[src/rtl/lsr_pkg.sv]
package lsr_pkg;

    typedef enum logic [1:0] {
        SWAP_ROM   = 2'b00,
        SWAP_SDRAM = 2'b01,
        SWAP_BANK  = 2'b10,
        SWAP_RSVD  = 2'b11
    } swap_e;

    typedef struct packed {
        logic rom;
        logic sdram;
        logic bank;
        logic err;
    } route_t;

endpackage

[src/rtl/lsr_swap_reg.sv]
module lsr_swap_reg
    import lsr_pkg::*;
(
    input  logic  clk,
    input  logic  rst_n,
    input  logic  wr_en,
    input  swap_e wr_code,
    output swap_e code_q
);

    swap_e code_d;

    always_comb begin
        code_d = code_q;
        if (wr_en) begin
            code_d = wr_code;
        end
    end

    always_ff @(posedge clk or negedge rst_n) begin
        if (!rst_n) begin
            code_q <= SWAP_ROM;
        end else begin
            code_q <= code_d;
        end
    end

    // the code only changes on a write
    p_code_hold_r7: assert property (@(posedge clk) disable iff (!rst_n)
        !wr_en |=> $stable(code_q));

    // a write lands on the next edge
    p_code_load_r7: assert property (@(posedge clk) disable iff (!rst_n)
        wr_en |=> code_q == $past(wr_code));

endmodule

[src/rtl/lsr_seg_decode.sv]
module lsr_seg_decode
    import lsr_pkg::*;
#(
    parameter int ADDR_W    = 32,
    parameter int SEG_W     = 6,
    parameter int SEG_SDRAM = 2,
    parameter int SEG_BANK  = 3,
    parameter int SEG_ROM   = 4
) (
    input  logic [ADDR_W-1:0] addr,
    input  logic              valid,
    input  swap_e             code,
    output route_t            route
);

    localparam int OFF_W = ADDR_W - SEG_W;

    logic [SEG_W-1:0] seg;
    logic             alias_hit;
    route_t           home;
    route_t           alias_route;

    assign seg       = addr[ADDR_W-1 -: SEG_W];
    assign alias_hit = (seg == '0);

    // home segments ignore the swap code entirely
    always_comb begin
        home       = '0;
        home.rom   = (seg == SEG_W'(SEG_ROM));
        home.sdram = (seg == SEG_W'(SEG_SDRAM));
        home.bank  = (seg == SEG_W'(SEG_BANK));
    end

    // alias target follows the swap code
    always_comb begin
        alias_route = '0;
        unique case (code)
            SWAP_ROM:   alias_route.rom   = 1'b1;
            SWAP_SDRAM: alias_route.sdram = 1'b1;
            SWAP_BANK:  alias_route.bank  = 1'b1;
            default:    alias_route.err   = 1'b1;
        endcase
    end

    always_comb begin
        route = '0;
        if (valid) begin
            route = alias_hit ? alias_route : home;
        end
    end

    initial begin
        assert (OFF_W > 0 && SEG_ROM != 0 && SEG_SDRAM != 0 && SEG_BANK != 0)
            else $error("segment parameters overlap the alias");
    end

endmodule

[src/rtl/lsr_decoder.sv]
module lsr_decoder
    import lsr_pkg::*;
#(
    parameter int ADDR_W    = 32,
    parameter int SEG_W     = 6,
    parameter int SEG_SDRAM = 2,
    parameter int SEG_BANK  = 3,
    parameter int SEG_ROM   = 4
) (
    input  logic                clk,
    input  logic                rst_n,
    input  logic [31:0]         bus_addr,
    input  logic                bus_valid,
    input  logic                swap_wr,
    input  logic [1:0]          swap_wdata,
    output logic                sel_rom,
    output logic                sel_sdram,
    output logic                sel_bank,
    output logic [25:0]         out_offset,
    output logic                bus_err
);

    localparam int OFF_W = ADDR_W - SEG_W;

    typedef struct packed {
        route_t           route;
        logic [OFF_W-1:0] off;
    } state_t;

    swap_e  code_q;
    route_t route_c;
    state_t state_d;
    state_t state_q;

    lsr_swap_reg u_swap (
        .clk     (clk),
        .rst_n   (rst_n),
        .wr_en   (swap_wr),
        .wr_code (swap_e'(swap_wdata)),
        .code_q  (code_q)
    );

    lsr_seg_decode #(
        .ADDR_W    (ADDR_W),
        .SEG_W     (SEG_W),
        .SEG_SDRAM (SEG_SDRAM),
        .SEG_BANK  (SEG_BANK),
        .SEG_ROM   (SEG_ROM)
    ) u_dec (
        .addr  (bus_addr[ADDR_W-1:0]),
        .valid (bus_valid),
        .code  (code_q),
        .route (route_c)
    );

    always_comb begin
        state_d       = '0;
        state_d.route = route_c;
        if (route_c.rom || route_c.sdram || route_c.bank) begin
            state_d.off = bus_addr[OFF_W-1:0];
        end
    end

    always_ff @(posedge clk or negedge rst_n) begin
        if (!rst_n) begin
            state_q <= '0;
        end else begin
            state_q <= state_d;
        end
    end

    assign sel_rom    = state_q.route.rom;
    assign sel_sdram  = state_q.route.sdram;
    assign sel_bank   = state_q.route.bank;
    assign bus_err    = state_q.route.err;
    assign out_offset = 26'(state_q.off);

    p_onehot_sel_r10: assert property (@(posedge clk) disable iff (!rst_n)
        $onehot0({sel_rom, sel_sdram, sel_bank}));

    p_err_nosel_r5: assert property (@(posedge clk) disable iff (!rst_n)
        bus_err |-> !(sel_rom || sel_sdram || sel_bank) && out_offset == '0);

    p_rsvd_err_r5: assert property (@(posedge clk) disable iff (!rst_n)
        bus_valid && bus_addr[ADDR_W-1 -: SEG_W] == '0 && code_q == SWAP_RSVD
        |=> bus_err);

    p_idle_quiet_r8: assert property (@(posedge clk) disable iff (!rst_n)
        !bus_valid |=> !(sel_rom || sel_sdram || sel_bank || bus_err));

    p_home_rom_r6: assert property (@(posedge clk) disable iff (!rst_n)
        bus_valid && bus_addr[ADDR_W-1 -: SEG_W] == SEG_W'(SEG_ROM)
        |=> sel_rom && out_offset == $past(bus_addr[25:0]));

endmodule

[config.mk]
export PLATFORM = sky130hd
export DESIGN_NAME = lsr_decoder
export DESIGN_NICKNAME = d
export VERILOG_FILES = /design/src/rtl/lsr_pkg.sv /design/src/rtl/lsr_swap_reg.sv /design/src/rtl/lsr_seg_decode.sv /design/src/rtl/lsr_decoder.sv
export SDC_FILE = /design/constraint.sdc
export NUM_CORES = 1
export LEC_CHECK = 0
export ABC_AREA = 1
export CAP_MARGIN = 25
export CORE_ASPECT_RATIO = 1.4
export CORE_MARGIN = 5
export CORE_UTILIZATION = 50
export CTS_CLUSTER_SIZE = 14
export DETAILED_ROUTE_END_ITERATION = 10
export DONT_BUFFER_PORTS = 1
export SYNTH_ARGS = -nofsm -noshare
export SYNTH_HDL_FRONTEND = slang
export SYNTH_SLANG_ARGS = --single-unit
[constraint.sdc]
create_clock -name clk -period 3.65 [get_ports clk]
set_clock_uncertainty 0.05 [all_clocks]
set_input_delay 0.365 -clock clk [delete_from_list [all_inputs] [get_ports clk]]
set_output_delay 0.365 -clock clk [all_outputs]
set_load 0.01 [all_outputs]
# Word-level counts from Yosys, hierarchy flattened
# Index checks and enable logic that the tools add are counted.
op_classes:
  eq_ne: 5
  n_mux: 7
  n_reduce_logical: 5
op_table:
  columns: ["operator", "count"]
  rows:
  - ["$mux 26", 1]
  - ["$eq 6x2->1 const B", 2]
  - ["$mux 4", 2]
  - ["$eq 6x3->1 const B", 1]
  - ["$logic_not 6->1", 1]
  - ["$mux 1", 4]
  - ["$reduce_or 3->1", 1]
  - ["$eq 2x1->1 const B", 1]
  - ["$eq 2x2->1 const B", 1]
  - ["$logic_not 2->1", 1]
  - ["$logic_or 1x1->1", 2]
totals:
  reg_bits: 32
  inputBits: 38
  out_inout_bits: 30
  elab_cells: 23

# Longest topological paths before layout
logic_depth:
  ltp_word: 8
  depth_mapped: 9
  depth_no_buf: 8

# By module
# A second synthesis with hierarchy kept.
unflattened:
  hier_cells: 128
  hier_area_um2: 1248.7
modules_own_cells:
  columns: ["mod", "instances", "cells_per_inst", "area_each_um2", "seq_area_each_um2"]
  rows:
  - ["lsr_decoder", 1, 88, 1036.0, 750.7]
  - ["lsr_seg_decode", 1, 31, 136.4, 0.0]
  - ["lsr_swap_reg", 1, 9, 76.3, 50.0]

# Least setup slack after synthesis
# OpenSTA, ideal clock, no wires.
synth_path:
  path_kind: "in2reg"
  startpoint: "input port bus_addr[29]"
  endpoint: "register state_q (netlist bit out_offset[10])"
  setup_ns: 0.063
  t_arrival_ns: 1.129
  required_ns: 3.537
  path_slack_ns: 2.408
  cell_stages: 8
  path_buffers: 1
  path_cell_list: "nor2_1 -> nand3_1 -> nor2_1 -> nand2_1 -> nand3_4 -> buf_6 -> nand2_1 -> inv_1"
synth_lines:
  columns: ["element", "line", "source"]
  rows:
  - ["start, declared", "lsr_decoder.sv:12", "input logic [31:0] bus_addr,"]
  - ["end signal, assigned", "lsr_decoder.sv:68", "state_q <= state_d;"]
  - ["end, declared", "lsr_decoder.sv:33", "state_t state_q;"]

==> metrics.cfg <==
[yosys]
synth_area_per_cell_sq_um = 9.915
synth_area_sq_um = 1180
ys_seq_area_share_pct = 67.87
postSynthCellCount = 119
netlist.top_cell.by_area = dfrtp_1
synth.distinct_cells = 13
ys_top_cells_by_area = dfrtp_1 68%, inv_1 10%, nand2_1 10%
yosys_warnings = 0
syn-num-nets = 157
yosys_register_bits = 32
synth_top_area_share_pct = 67.87

[sta]
max_freq_ghz = 0.7446
finalHoldViolCount = 0
slew_viol_final = 0
finalSetupViolCount = 0
worstMarginPinSlew_ns = 0.2741
relSlewSlack_pct = 81.60
rsz0062_at_grt = false
finalSetupTns_ns = 0
fin_crit_sh_pct = 36.79
fin_crit_ns = 1.343
fin_ws_ns = 2.307

[pwr]
ir_drop_mv = 0.2966
p_int_mw = 0.4638
switching_share_pct = 20.94
netSwitchingPower_mw = 0.1228
power_density_nw_per_um2 = 460.6
power.total_mw = 0.5866
seq_power_share_pct = 62.5
p_comb_share_pct = 4.1
p_leak_nw = 0.8651
clockPowerShare_pct = 33.3

[critical_path]
crit_path_start_kind = register
cpPeakStageDelay_ns = 0.39
required_ns = 3.81
cp.depth = 7
crit_family = simple AND/OR/NAND/NOR gates
critPathBufInv = 2
crit_chain = inv_1, nand2_1, nand4_1, nand2_1, nand3_4, nand2_1, inv_1
cp.arrival_ns = 1.50
cp-end-kind = register
cpMostUsedCell = nand2_1
cpMaxStageDelayCell = dfrtp_1
cp_max_fo = 26
rr_worst_depth = 7
critical_path_class = reg -> reg

[die]
io_pins = 68
start_util_pct = 52.98
design.core.area_sq_um = 2227
die_w_microns = 51.06
dieArea_sq_um = 3445
floorplan.rows = 20
die_y_microns = 67.48

[detailed_routing]
viasPerCell = 4.852
vias = 723
routedWlPerCell_microns = 13.19
routed_wl_microns = 1966
drtPass1Iterations = 4
antenna_left = 0
drc = 0
first_iter_violations = 19

[global_routing]
grt_pass1_vias = 738
grt_max_degree = 33
grt_usage_pct = 13.04
grt_pass1_wl_microns = 3194
antenna_found_initial = 0
gr-total-overflow = 0

[finish]
final_cell_mix = 33 x inv_1, 33 x nand2_1, 32 x dfrtp_1, 6 x nor2_1, 5 x clkbuf_4
drive_gt1_share_pct = 9.449
final_util_pct = 57.19
syn_to_final_growth_pct = 7.953
nets = 164
n_antenna_cell = 0

[placement]
dp_hpwl_microns = 1507
port_buffers = 0
pre_cts_slack_ns = 2.232
globalplace.congestion = 0.7939

[flow_run]
drv_cap = 0

[clock_network]
clock_latency_ns = 0.31
cts_tree = yes
cts_buffers = 5
path_clk_slew_ns = 0.08
htreeDepth = 2
root_buffer = clkbuf_4
post_cts_buffers = 0
cts.sinks = 32
cts.repair.resized = 0
cts_buffer_depth = 2

[hold_path]
hp-class = in -> reg
holdPathStages = 1

[status]
status = finished clean

power groups by stage:
stage	clock network, mW	logic [mW]	registers, mW
after global routing	0.226	0.0291	0.368
after detailed placement	0	0.0148	0.374
after floorplan	0	0.0136	0.373
final	0.196	0.0241	0.367
after global placement	0	0.0141	0.374
after CTS	0.206	0.0249	0.367
final cells by class:
class                      count  area, sq um
clock buffer                   8        58.81
fill                         181        953.4
inverter                      33        123.9
multi-input combinational     52        232.7
sequential                    32        800.8
tap                           22        27.53
timing repair buffer           2        30.03
per-stage QoR:
stage,instances,instance area [sq um],hold WS [ns]
after floorplan,119,1180,0.01941
after global placement,139,1185,0.02011
after detailed placement,139,1185,0.02016
after CTS,149,1274,0.04936
after global routing,149,1274,0.03791
final,149,1274,0.07100
worst paths after layout:
| check | start | to | slack (ns) |
|---|---|---|---|
| worst max-delay path | u_swap.code_q[0]$_DFFE_PN0P_ | out_offset[14]$_DFF_PN0_ | 2.31 |
| worst min-delay path | bus_addr[29] | bus_err$_DFF_PN0_ | 0.07 |
| worst max register to register | u_swap.code_q[0]$_DFFE_PN0P_ | out_offset[14]$_DFF_PN0_ | 2.31 |
| worst min register to register | u_swap.code_q[0]$_DFFE_PN0P_ | bus_err$_DFF_PN0_ | 0.53 |
| max in group asynchronous | rst_n | out_offset[0]$_DFF_PN0_ | 2.95 |
| min in group asynchronous | rst_n | out_offset[20]$_DFF_PN0_ | 0.43 |
synth_stat cells, drive strengths merged:
cell type / n
buf: 2
nor2: 8
nand3: 3
nor4: 1
nand4: 2
o21ai: 3
nand2: 35
dfrtp: 32
inv: 33
routing by layer:
| layer | up-vias | share of wire, % | track usage (%) |
|---|---|---|---|
| met1 | 325 | 30 | 10.83 |
| met4 | 0 | 0.97 | 8.081 |
| met3 | 4 | 18 | 8.830 |
| met5 | - | 0 | 0 |
| li1 | 348 | - | - |
| met2 | 46 | 51 | 22.26 |
sequential cells by signal, summed over array words and instances (netlist names):
signal	flops
bus_err	1
sel_bank	1
sel_rom	1
u_swap.code_q	2
sel_sdram	1
out_offset	26
logic make-up (layout without fill, tap and decap cells):
kind of cell / Yosys count / count (layout) / synth area share, %
AOI/OAI and AO/OA: 3 / 3 / 1.272
buffers and inverters: 35 / 43 / 12.41
DFF: 32 / 32 / 67.87
and+or+nand+nor: 49 / 49 / 18.45
repair_timing:
action | 4_1_cts | 5_1_grt
setup endpoints to repair | 0 | 0
hold buffers | 2 | 0
hold endpoints to repair | 32 | 0
Note: power is estimated with default switching activity, not from simulation.
